$ cat src/rtl/uart_irq_pkg.sv
package uart_irq_pkg;
   localparam int NFLAG = 6;
   localparam int F_TXE = 0;
   localparam int F_RXF = 1;
   localparam int F_RDY = 2;
   localparam int F_ERR = 3;
   localparam int F_BRK = 4;
   localparam int F_OVR = 5;

   localparam logic [2:0] SRC_NONE = 3'd0;
   localparam logic [2:0] SRC_ERI  = 3'd1;
   localparam logic [2:0] SRC_RXI  = 3'd2;
   localparam logic [2:0] SRC_BRI  = 3'd3;
   localparam logic [2:0] SRC_TXI  = 3'd4;

   typedef struct packed {
      logic eri;
      logic rxi;
      logic bri;
      logic txi;
   } irq_vec_t;
endpackage

$ cat src/rtl/uart_irq_flags.sv
module uart_irq_flags #(
   parameter int N = 6
) (
   input  logic         clk,
   input  logic         rst,
   input  logic [N-1:0] set_in,
   input  logic         rd_stb,
   input  logic         wr_stb,
   input  logic [N-1:0] wr_data,
   input  logic [N-1:0] ack_clr,
   output logic [N-1:0] q
);
   initial begin
      if (N < 1) $error("uart_irq_flags: N must be positive");
   end

   logic [N-1:0] armed;

   for (genvar i = 0; i < N; i++) begin : g_bit
      logic sw_clr;
      logic q_nxt;
      assign sw_clr = wr_stb & armed[i] & ~wr_data[i];
      assign q_nxt  = set_in[i] | (q[i] & ~(sw_clr | ack_clr[i]));

      always_ff @(posedge clk) begin
         if (rst) begin
            q[i]     <= 1'b0;
            armed[i] <= 1'b0;
         end else begin
            q[i] <= q_nxt;
            if (rd_stb)      armed[i] <= q[i];
            else if (wr_stb) armed[i] <= 1'b0;
            else             armed[i] <= armed[i] & q_nxt;
         end
      end

      assert_set_wins_R3: assert property (@(posedge clk) disable iff (rst)
         set_in[i] |=> q[i]);
      assert_sticky_R1: assert property (@(posedge clk) disable iff (rst)
         (q[i] && !wr_stb && !ack_clr[i]) |=> q[i]);
      assert_no_blind_clear_R2: assert property (@(posedge clk) disable iff (rst)
         (q[i] && !armed[i] && !ack_clr[i]) |=> q[i]);
   end
endmodule

$ cat src/rtl/uart_irq_prio.sv
module uart_irq_prio
   import uart_irq_pkg::*;
#(
   parameter int CODE_W = 3
) (
   input  irq_vec_t          req,
   output logic [CODE_W-1:0] code
);
   initial begin
      if (CODE_W < 3) $error("uart_irq_prio: CODE_W must be at least 3");
   end

   always_comb begin
      code = CODE_W'(SRC_NONE);
      if (req.eri)      code = CODE_W'(SRC_ERI);
      else if (req.rxi) code = CODE_W'(SRC_RXI);
      else if (req.bri) code = CODE_W'(SRC_BRI);
      else if (req.txi) code = CODE_W'(SRC_TXI);
   end
endmodule

$ cat src/rtl/uart_irq_dma_ctrl.sv
module uart_irq_dma_ctrl
   import uart_irq_pkg::*;
#(
   parameter int CODE_W       = 3,
   parameter bit RX_DMA_READY = 1'b1
) (
   input  logic              clk,
   input  logic              rst,
   input  logic              ev_tx_empty,
   input  logic              ev_rx_full,
   input  logic              ev_rx_ready,
   input  logic              ev_rx_err,
   input  logic              ev_break,
   input  logic              ev_overrun,
   input  logic              en_tx,
   input  logic              en_rx,
   input  logic              en_err,
   input  logic              rd_stb,
   input  logic              wr_stb,
   input  logic [5:0]        wr_data,
   input  logic              dma_tx_ack,
   input  logic              dma_rx_ack,
   output logic [5:0]        status,
   output logic              irq_txi,
   output logic              irq_rxi,
   output logic              irq_eri,
   output logic              irq_bri,
   output logic              dma_tx_req,
   output logic              dma_rx_req,
   output logic [CODE_W-1:0] irq_code
);
   initial begin
      if (CODE_W < 3) $error("uart_irq_dma_ctrl: CODE_W must be at least 3");
   end

   logic [NFLAG-1:0] set_vec, ack_vec, flg;
   irq_vec_t         req_c;
   logic [CODE_W-1:0] code_c;
   logic             rx_gate, rx_data_c, dma_rx_c;

   always_comb begin
      set_vec        = '0;
      set_vec[F_TXE] = ev_tx_empty;
      set_vec[F_RXF] = ev_rx_full;
      set_vec[F_RDY] = ev_rx_ready;
      set_vec[F_ERR] = ev_rx_err;
      set_vec[F_BRK] = ev_break;
      set_vec[F_OVR] = ev_overrun;
      ack_vec        = '0;
      ack_vec[F_TXE] = dma_tx_ack;
      ack_vec[F_RXF] = dma_rx_ack;
      ack_vec[F_RDY] = dma_rx_ack;
   end

   uart_irq_flags #(.N(NFLAG)) u_flags (
      .clk    (clk),
      .rst    (rst),
      .set_in (set_vec),
      .rd_stb (rd_stb),
      .wr_stb (wr_stb),
      .wr_data(wr_data),
      .ack_clr(ack_vec),
      .q      (flg)
   );

   assign status    = flg;
   assign rx_gate   = en_rx | en_err;
   assign rx_data_c = flg[F_RXF] | flg[F_RDY];

   generate
      if (RX_DMA_READY) begin : g_rxdma_both
         assign dma_rx_c = flg[F_RXF] | flg[F_RDY];
      end else begin : g_rxdma_full
         assign dma_rx_c = flg[F_RXF];
      end
   endgenerate

   always_comb begin
      req_c.txi = en_tx & flg[F_TXE];
      req_c.rxi = en_rx & rx_data_c;
      req_c.eri = rx_gate & flg[F_ERR];
      req_c.bri = rx_gate & (flg[F_BRK] | flg[F_OVR]);
   end

   uart_irq_prio #(.CODE_W(CODE_W)) u_prio (
      .req (req_c),
      .code(code_c)
   );

   always_ff @(posedge clk) begin
      if (rst) begin
         irq_txi    <= 1'b0;
         irq_rxi    <= 1'b0;
         irq_eri    <= 1'b0;
         irq_bri    <= 1'b0;
         dma_tx_req <= 1'b0;
         dma_rx_req <= 1'b0;
         irq_code   <= '0;
      end else begin
         irq_txi    <= req_c.txi;
         irq_rxi    <= req_c.rxi;
         irq_eri    <= req_c.eri;
         irq_bri    <= req_c.bri;
         dma_tx_req <= flg[F_TXE];
         dma_rx_req <= dma_rx_c;
         irq_code   <= code_c;
      end
   end

   assert_reset_clears_R10: assert property (@(posedge clk)
      rst |=> !(irq_txi | irq_rxi | irq_eri | irq_bri | dma_tx_req | dma_rx_req));
   assert_dma_tx_follows_R7: assert property (@(posedge clk) disable iff (rst)
      flg[F_TXE] |=> dma_tx_req);
   assert_err_path_R6: assert property (@(posedge clk) disable iff (rst)
      (flg[F_ERR] && en_err && !en_rx) |=> irq_eri);
   assert_rxi_masked_R5: assert property (@(posedge clk) disable iff (rst)
      !en_rx |=> !irq_rxi);
   assert_code_none_R9: assert property (@(posedge clk) disable iff (rst)
      (irq_code == '0) |-> !(irq_txi | irq_rxi | irq_eri | irq_bri));
   assert_code_eri_top_R9: assert property (@(posedge clk) disable iff (rst)
      irq_eri |-> (irq_code == CODE_W'(SRC_ERI)));
endmodule

$ cat config.mk
export PLATFORM = sky130hd
export DESIGN_NAME = uart_irq_dma_ctrl
export DESIGN_NICKNAME = d
export VERILOG_FILES = /design/src/rtl/uart_irq_pkg.sv /design/src/rtl/uart_irq_flags.sv /design/src/rtl/uart_irq_prio.sv /design/src/rtl/uart_irq_dma_ctrl.sv
export SDC_FILE = /design/constraint.sdc
export NUM_CORES = 1
export LEC_CHECK = 0
export ABC_AREA = 1
export BUFFER_PORTS_ARGS = -buffer_cell sky130_fd_sc_hd__buf_2
export CAP_MARGIN = 20
export CORE_ASPECT_RATIO = 1.1
export CORE_MARGIN = 2
export CORE_UTILIZATION = 45
export CTS_CLUSTER_SIZE = 28
export DETAILED_ROUTE_END_ITERATION = 7
export HOLD_SLACK_MARGIN = 0.12
export PLACE_DENSITY = 0.81
export SKIP_LAST_GASP = 1
export SYNTH_ARGS = -nofsm -noshare
export SYNTH_HDL_FRONTEND = slang
export SYNTH_SLANG_ARGS = --single-unit
$ cat constraint.sdc
create_clock -name clk -period 0.8 [get_ports clk]
set_input_delay 0.04 -clock clk [delete_from_list [all_inputs] [get_ports clk]]
set_output_delay 0.04 -clock clk [all_outputs]
set_load 0.03 [all_outputs]
== Word level (Yosys, flattened, before mapping) ==
Index checks and enable logic that the tools add are counted.
Operators by class
  muxes and demuxes: 16
  bitwise logic cells: 52
  reduce and logical (&&, ||, !) cells: 2
Operators by type and width (number)
  bitwise AND 1 bit: 28
  two-way mux 1 bit: 13
  NOT 1 bit: 12
  OR 1 bit: 12
  two-way mux 2 bit: 2
  OR reduction 4 bit: 1
  two-way mux 3 bit: 1
  OR reduction 2 bit: 1
Word-level totals
  bits in registers: 21
  bits of input ports: 21
  output and inout bits: 15

== Depth between registers and ports, before layout ==
Gate-level depths: netlist of run 1.
  word-level depth: 9
  gate-level depth with buffers: 6
  gate-level depth less buffers: 6

== Cells and area by module ==
Synthesis of run 1 repeated with hierarchy kept, for this count alone.
Second synthesis, totals
  cell total of the unflattened synthesis: 144
  area, all modules: 963.4 um^2
By module, submodules not included
  uart_irq_flags: instances 1, cells an instance 96, area each 606.8 um^2, sequential area each 240.2 um^2
  uart_irq_dma_ctrl: instances 1, cells an instance 39, area each 317.8 um^2, sequential area each 180.2 um^2
  uart_irq_prio: instances 1, cells an instance 9, area each 38.8 um^2, sequential area each 0.0 um^2

== Worst setup path after synthesis of run 1 ==
No wires, ideal clock.
  kind: reg-to-reg
  from: reg u_flags.q[4]
  to: reg irq_code[2]
  arrival time: 863 ps
  required time: 689 ps
  slack: -174 ps
  stages on the path, launching flop included: 6
  buffers on the path: 0
  clock period less this slack: 974 ps
  cell sequence: dfxtp_1 -> nor2_1 -> nor2_1 -> inv_1 -> nand2_1 -> nor2_1
Between the ends
  longest elaborated chain between the ends: 3
Ends and longest elaborated chain
  from (decl): RTL line uart_irq_flags.sv:11  | output logic [N-1:0] q
  from (signal, indexed assignment): RTL line uart_irq_flags.sv:30  | q[i] <= q_nxt;
  OR 1 bit: RTL line uart_irq_dma_ctrl.sv:82  | req_c.bri = rx_gate & (flg[F_BRK] | flg[F_OVR]);
  bitwise AND 1 bit: RTL line uart_irq_dma_ctrl.sv:82
  OR reduction 4 bit (no line)
  to (signal assigned): RTL line uart_irq_dma_ctrl.sv:106  | irq_code <= code_c;
  to (decl): RTL line uart_irq_dma_ctrl.sv:30  | output logic [CODE_W-1:0] irq_code
Every way passes these cells.
A chain may end at the register's enable or synchronous reset.

== Worst setup path after layout of run 1 ==
  from: reg u_flags.q[4]
  to: out status[4]
RTL lines
  to (decl): RTL line uart_irq_dma_ctrl.sv:23  | output logic [5:0] status,
No word-level cell between the ends.

==> results of run 1 <==
[worst max-delay path, delay by kind of cell, from the launching register on]
family | cells | cell delay [ps]
DFF | 1 | 360
buffers and inverters | 2 | 240
[per-layer routing]
layer	share of wire	GRT usage	wire length, µm	vias up
met2	0.54	0.3595	1315	36
met1	0.39	0.2847	960	405
met3	0.050	0.03333	122	4
met5	0	0	0	-
li1	-	-	-	474
met4	0.017	0.07353	42	0
[cell type report]
class,instances,area (µm²),area share
clock buffers,3,22.52,0.01525
clock inverters,1,5.005,0.003390
inverters,24,92.59,0.06271
multi-input cells,72,426.7,0.2890
flip-flops and latches,21,454.2,0.3076
well taps,18,22.52,0.01525
repair buffers,54,452.9,0.3068
[cell usage after synthesis, drive strengths merged]
| cell type | number |
|---|---|
| o21ai | 2 |
| or2 | 1 |
| nand3 | 12 |
| buf | 1 |
| nand2 | 29 |
| clkbuf | 1 |
| dfxtp | 21 |
| inv | 24 |
| a21oi | 9 |
| nor2 | 19 |
[flip-flops by register name, summed over array words and instances, names as in the netlist]
signal / cells
irq_rxi: 1
u_flags.q: 6
irq_code: 3
irq_txi: 1
u_flags.armed: 6
irq_bri: 1
irq_eri: 1
dma_rx_req: 1
dma_tx_req: 1
[cell usage in the layout (no fill, tap or decap)]
| cell type | instances |
|---|---|
| nand2_4 | 2 |
| nand3_2 | 4 |
| or2_1 | 1 |
| o21ai_1 | 1 |
| dlygate4sd3_1 | 10 |
| buf_2 | 20 |
| dfxtp_2 | 12 |
| dfxtp_1 | 4 |
| inv_2 | 3 |
| nand3_1 | 8 |
| nor2_4 | 4 |
| clkbuf_4 | 3 |
| inv_4 | 1 |
| clkinv_2 | 1 |
| dfxtp_4 | 5 |
| nand2_2 | 4 |
| buf_6 | 18 |
| buf_4 | 5 |
| a21oi_2 | 5 |
| a21oi_1 | 4 |
| dlymetal6s4s_1 | 1 |
| nand2_1 | 23 |
| inv_1 | 20 |
| o21ai_4 | 1 |
| nor2_2 | 8 |
| nor2_1 | 7 |
[power breakdown]
group	leakage, nW	switching, mW	internal [mW]
clock	0.0177	0.339	0.187
sequential	0.180	0.0501	1.11
combinational	0.514	0.303	0.266
[what timing repair did]
action / in CTS / in global routing
setup buffers: 3 / 1
hold buffers: 13 / 1
resized for setup: 42 / 35
pin swaps: 0 / 15
endpoints found under the setup margin: 19 / 31
hold endpoints to repair: 21 / 17
gates cloned: 0 / 0
[kinds of logic (layout without fill, tap and decap cells)]
kind of cell	Yosys count	count (layout)	share of synthesized area
AO/OA/AOI/OAI	11	11	0.06538
AND/OR/NAND/NOR	61	61	0.3106
flip-flops	21	21	0.4993
buffers and inverters	26	82	0.1248
[path summary, 6_finish.rpt]
| kind | to | cells after the start | slack [ps] | startpoint |
|---|---|---|---|---|
| worst max register to register | irq_code[2] | 6 | -100 | u_flags.q[4] |
| worst max-delay path | status[4] | 2 | -150 | u_flags.q[4] |
| worst min-delay path | irq_txi | 2 | -5 | rst |
| worst min register to register | dma_tx_req | 2 | 510 | u_flags.q[0] |
==> impl_metrics.json, run 1 <==
{
  "first_iter_violations": 22,
  "n_antenna_cell": 0,
  "drt-total-wl_um": 2441,
  "skew_ps": 1.839,
  "numPortBuffers": 35,
  "post_drt_wl_per_cell_um": 12.65,
  "grt_overflow": 0,
  "violations": "hold timing, setup timing",
  "cts_tree": "built",
  "antenna_left": 0,
  "setup_tns_ps": -1247,
  "yosys_warnings": 0,
  "period_share": 1.190,
  "seq_area_frac_synth": 0.4993,
  "dr_total_vias": 919,
  "die_h_um": 49.37,
  "end_kind": "output port",
  "drv_slew": 0,
  "place_area_um2": 1079,
  "worst_ep_required_time_ps": 760,
  "drc": 0,
  "initial_utilization": 0.4726,
  "grt_pass1_wl_um": 3629,
  "crit_chain": "buf_6 > buf_6",
  "status": "finished, violations left",
  "place_ws_ps": -43.65,
  "final_nets": 197,
  "layoutNonFillerInstCount": 193,
  "synth_top_area_cell": "dfxtp_1",
  "synth.avg_cell_area_um2": 7.076,
  "clkTransAtPathRegs_ps": 120,
  "clk_latency_ps": 310,
  "crit_path_frequent_cell": "buf_6",
  "slowest_delay_ps": 360,
  "antenna_found_initial": 0,
  "hp-class": "input port to flop",
  "place.gp.congestion": 0.8022,
  "worstMarginPinSlew_ps": 353.2,
  "syn-cell-area_um2": 842.1,
  "finalHoldViolCount": 1,
  "grt_max_degree": 13,
  "setup-violations-final": 25,
  "core_region_area_um2": 1782,
  "first_pass_iters": 4,
  "dp_cells": 174,
  "cp_slowest_cell": "dfxtp_4",
  "n_fill_cell": 107,
  "gr-usage-all-layers": 0.2190,
  "yosys-top-cells-area": "dfxtp_1, nand2_1, inv_1",
  "root_buffer": "clkbuf_4",
  "htreeDepth": 1,
  "dp_hpwl_um": 1373,
  "core.rowCount": 16,
  "die_w_um": 45.25,
  "drive_above_1_share": 0.5486,
  "syn-num-nets": 140,
  "rsz0062_at_grt": "true",
  "fin_total_pwr_mw": 2.252,
  "period_needed_ps": 952.1,
  "hold_ws_ps": -5.271,
  "timing.final.ws_setup_ps": -152.1,
  "synth.ff_latch_count": 21,
  "via_per_inst": 4.762,
  "syn2layout_area_growth_pct": 75.33,
  "synth_cell_types": 12,
  "relSlewSlack": 0.7629,
  "path_class": "flop to output port",
  "leakagePower_nw": 0.7119,
  "clock-sinks": 21,
  "timing.fmax_ghz": 1.050,
  "max-cap-violations": 0,
  "crit_fanout": 2,
  "grt_pass1_vias": 846,
  "powerDensity_nw_per_um2": 1525,
  "netlist_instances": 119,
  "critPathLaunchType": "flop",
  "final_cell_area_um2": 1476,
  "finish.utilization": 0.8287,
  "yosysTopAreaCellShare": 0.4993,
  "ioPinCount": 36,
  "dieArea_um2": 2234,
  "cp.arrival_ps": 910,
  "ctsLongestPathBuffers": 2,
  "cts_inserted_buffers": 3,
  "peakVddDrop_uv": 1089
}
Power figures use the tool's default switching activity.
==> inputs of run 2 (changes only) <==
--- a/config.mk
+++ b/config.mk
@@ -8,9 +8,11 @@
 export ABC_AREA = 1
 export BUFFER_PORTS_ARGS = -buffer_cell sky130_fd_sc_hd__buf_2
 export CAP_MARGIN = 20
+export CELL_PAD_IN_SITES_DETAIL_PLACEMENT = 0
+export CELL_PAD_IN_SITES_GLOBAL_PLACEMENT = 1
 export CORE_ASPECT_RATIO = 1.1
 export CORE_MARGIN = 2
-export CORE_UTILIZATION = 45
+export CORE_UTILIZATION = 31
 export CTS_CLUSTER_SIZE = 28
 export DETAILED_ROUTE_END_ITERATION = 7
 export HOLD_SLACK_MARGIN = 0.12
==> run 2 against run 1 <==
Against the previous run:
- the run ends with setup timing left
- largest power group unchanged
- global-route usage decreased by 6.9 points
- die area grew 41%
- via count shrank 4.5%
- sequential power about the same
- sequential cell count is the same
- highest routed layer unchanged
==> impl_metrics.json, run 2 (synthesis results as in run 1) <==
{
  "status": "finished, violations left",
  "violations": "setup timing",
  "clk_latency_ps": 300,
  "worst_ep_required_time_ps": 760,
  "fin_total_pwr_mw": 2.180,
  "core.rowCount": 19,
  "final_nets": 195,
  "crit_path_frequent_cell": "buf_6",
  "cts_hold_buf": 14,
  "relSlewSlack": 0.7333,
  "hp-class": "input port to flop",
  "numPortBuffers": 35,
  "timing.fmax_ghz": 1.061,
  "max-cap-violations": 0,
  "r2r_cells": 6,
  "hold_start": "rst",
  "setup-violations-final": 23,
  "drv_slew": 0,
  "antenna_left": 0,
  "dieArea_um2": 3149,
  "ctsLongestPathBuffers": 2,
  "hold_ws_ps": 13.37,
  "end_kind": "output port",
  "die_h_um": 58.66,
  "gr-usage-all-layers": 0.1504,
  "place_area_um2": 1102,
  "whs_path_depth": 2,
  "htreeDepth": 1,
  "final_cell_area_um2": 1411,
  "clkPwrFrac": 0.238,
  "cts_inserted_buffers": 3,
  "place.gp.congestion": 0.7903,
  "antenna_found_initial": 0,
  "whs_endpoint": "u_flags.q[0]",
  "layoutNonFillerInstCount": 204,
  "clock-sinks": 21,
  "grt_pass1_vias": 891,
  "syn2layout_area_growth_pct": 67.61,
  "grt_pass1_wl_um": 3470,
  "critPathLaunchType": "flop",
  "first_pass_iters": 4,
  "clkTransAtPathRegs_ps": 120,
  "rrSetupSlack_ps": -90,
  "period_needed_ps": 942.8,
  "drive_above_1_share": 0.4798,
  "post_drt_wl_per_cell_um": 10.71,
  "place_ws_ps": -62.44,
  "crit_fanout": 2,
  "initial_utilization": 0.3310,
  "timing.final.ws_setup_ps": -142.8,
  "leakagePower_nw": 0.6854,
  "drt-total-wl_um": 2184,
  "rsz0062_at_grt": "true",
  "core_region_area_um2": 2544,
  "root_buffer": "clkbuf_4",
  "skew_ps": 2.431,
  "most-common-layout-cells": "nand2_1, inv_1, buf_2",
  "dp_hpwl_um": 1500,
  "grt_max_degree": 13,
  "cts_tree": "built",
  "worstMarginPinSlew_ps": 400.1,
  "slowest_delay_ps": 370,
  "reg2reg_from": "u_flags.q[5]",
  "powerDensity_nw_per_um2": 1544,
  "via_per_inst": 4.304,
  "period_share": 1.179,
  "first_iter_violations": 7,
  "grt_overflow": 0,
  "p_sw_frac": 0.2969,
  "path_class": "flop to output port",
  "mostFrequentLayoutCell": "nand2_1",
  "p_int_mw": 1.532,
  "crit_chain": "buf_6 > buf_6",
  "switchingPower_mw": 0.6470,
  "largest_registers": "u_flags.armed x6, u_flags.q x6, irq_code x3",
  "dp_cells": 188,
  "r2r-end": "irq_code[2]",
  "drc": 0,
  "dr_total_vias": 878,
  "cp_slowest_cell": "dfxtp_4",
  "die_w_um": 53.69,
  "power.share.sequential": 0.529,
  "comb_power_share": 0.233,
  "ioPinCount": 36,
  "n_antenna_cell": 0,
  "cp.arrival_ps": 900,
  "peakVddDrop_uv": 895.7,
  "finalHoldViolCount": 0
}
## run 2: timing repair
action / in CTS / in global routing
buffers inserted: 1 / 1
pin swaps: 1 / 13
gates cloned: 0 / 0
resized for setup: 41 / 17
hold endpoints to repair: 19 / 11
setup endpoints to repair: 20 / 33
## run 2: power by group through the flow
stage	sequential, mW	combinational (mW)	clock [mW]
floorplan	1.25	0.131	0
global placement	1.15	0.374	0
detailed placement	1.16	0.376	0
CTS	1.15	0.494	0.545
global route	1.16	0.552	0.566
finish	1.15	0.508	0.519
## run 2: critical path, delay by kind of cell, from the launching register on
kind,cells,cell delay (ps)
flops,1,370
buf+inv,2,240
## run 2: worst max path at each step
stage / slack, ps / endpoint / startpoint / cells past startpoint
after detailed placement: -60 / u_flags.armed[0] / wr_stb / 5
after CTS: -150 / status[5] / u_flags.q[5] / 2
after floorplan: -9 / irq_code[2] / u_flags.q[4] / 5
after global routing: -170 / status[5] / u_flags.q[5] / 2
final: -140 / status[5] / u_flags.q[5] / 2
after global placement: -40 / u_flags.armed[5] / wr_stb / 5
## run 2: layout make-up
type                       count  area, µm²
fill                         251       1132
sequential                    21      456.7
timing repair buffer          52      435.4
multi-input combinational     72      362.8
inverter                      24      90.09
tap                           31      38.79
clock buffer                   3      22.52
clock inverter                 1      5.005
## run 2: through the flow
| stage | util | TNS [ps] |
|---|---|---|
| finish | 0.5548 | -907.6 |
| global route | 0.5548 | -1904 |
| CTS | 0.5460 | -1272 |
| detailed placement | 0.4334 | -321.6 |
| global placement | 0.4334 | -215.9 |
| floorplan | - | -12.52 |
## run 2: routing by layer
metal | routed length, µm | global-route usage | share of wire | vias to the layer above
met3 | 95 | 0.03299 | 0.043 | 2
met2 | 1191 | 0.2666 | 0.55 | 20
met5 | 0 | 0 | 0 | -
met4 | 15 | 0.08059 | 0.0069 | 0
li1 | - | - | - | 465
met1 | 880 | 0.1611 | 0.40 | 391
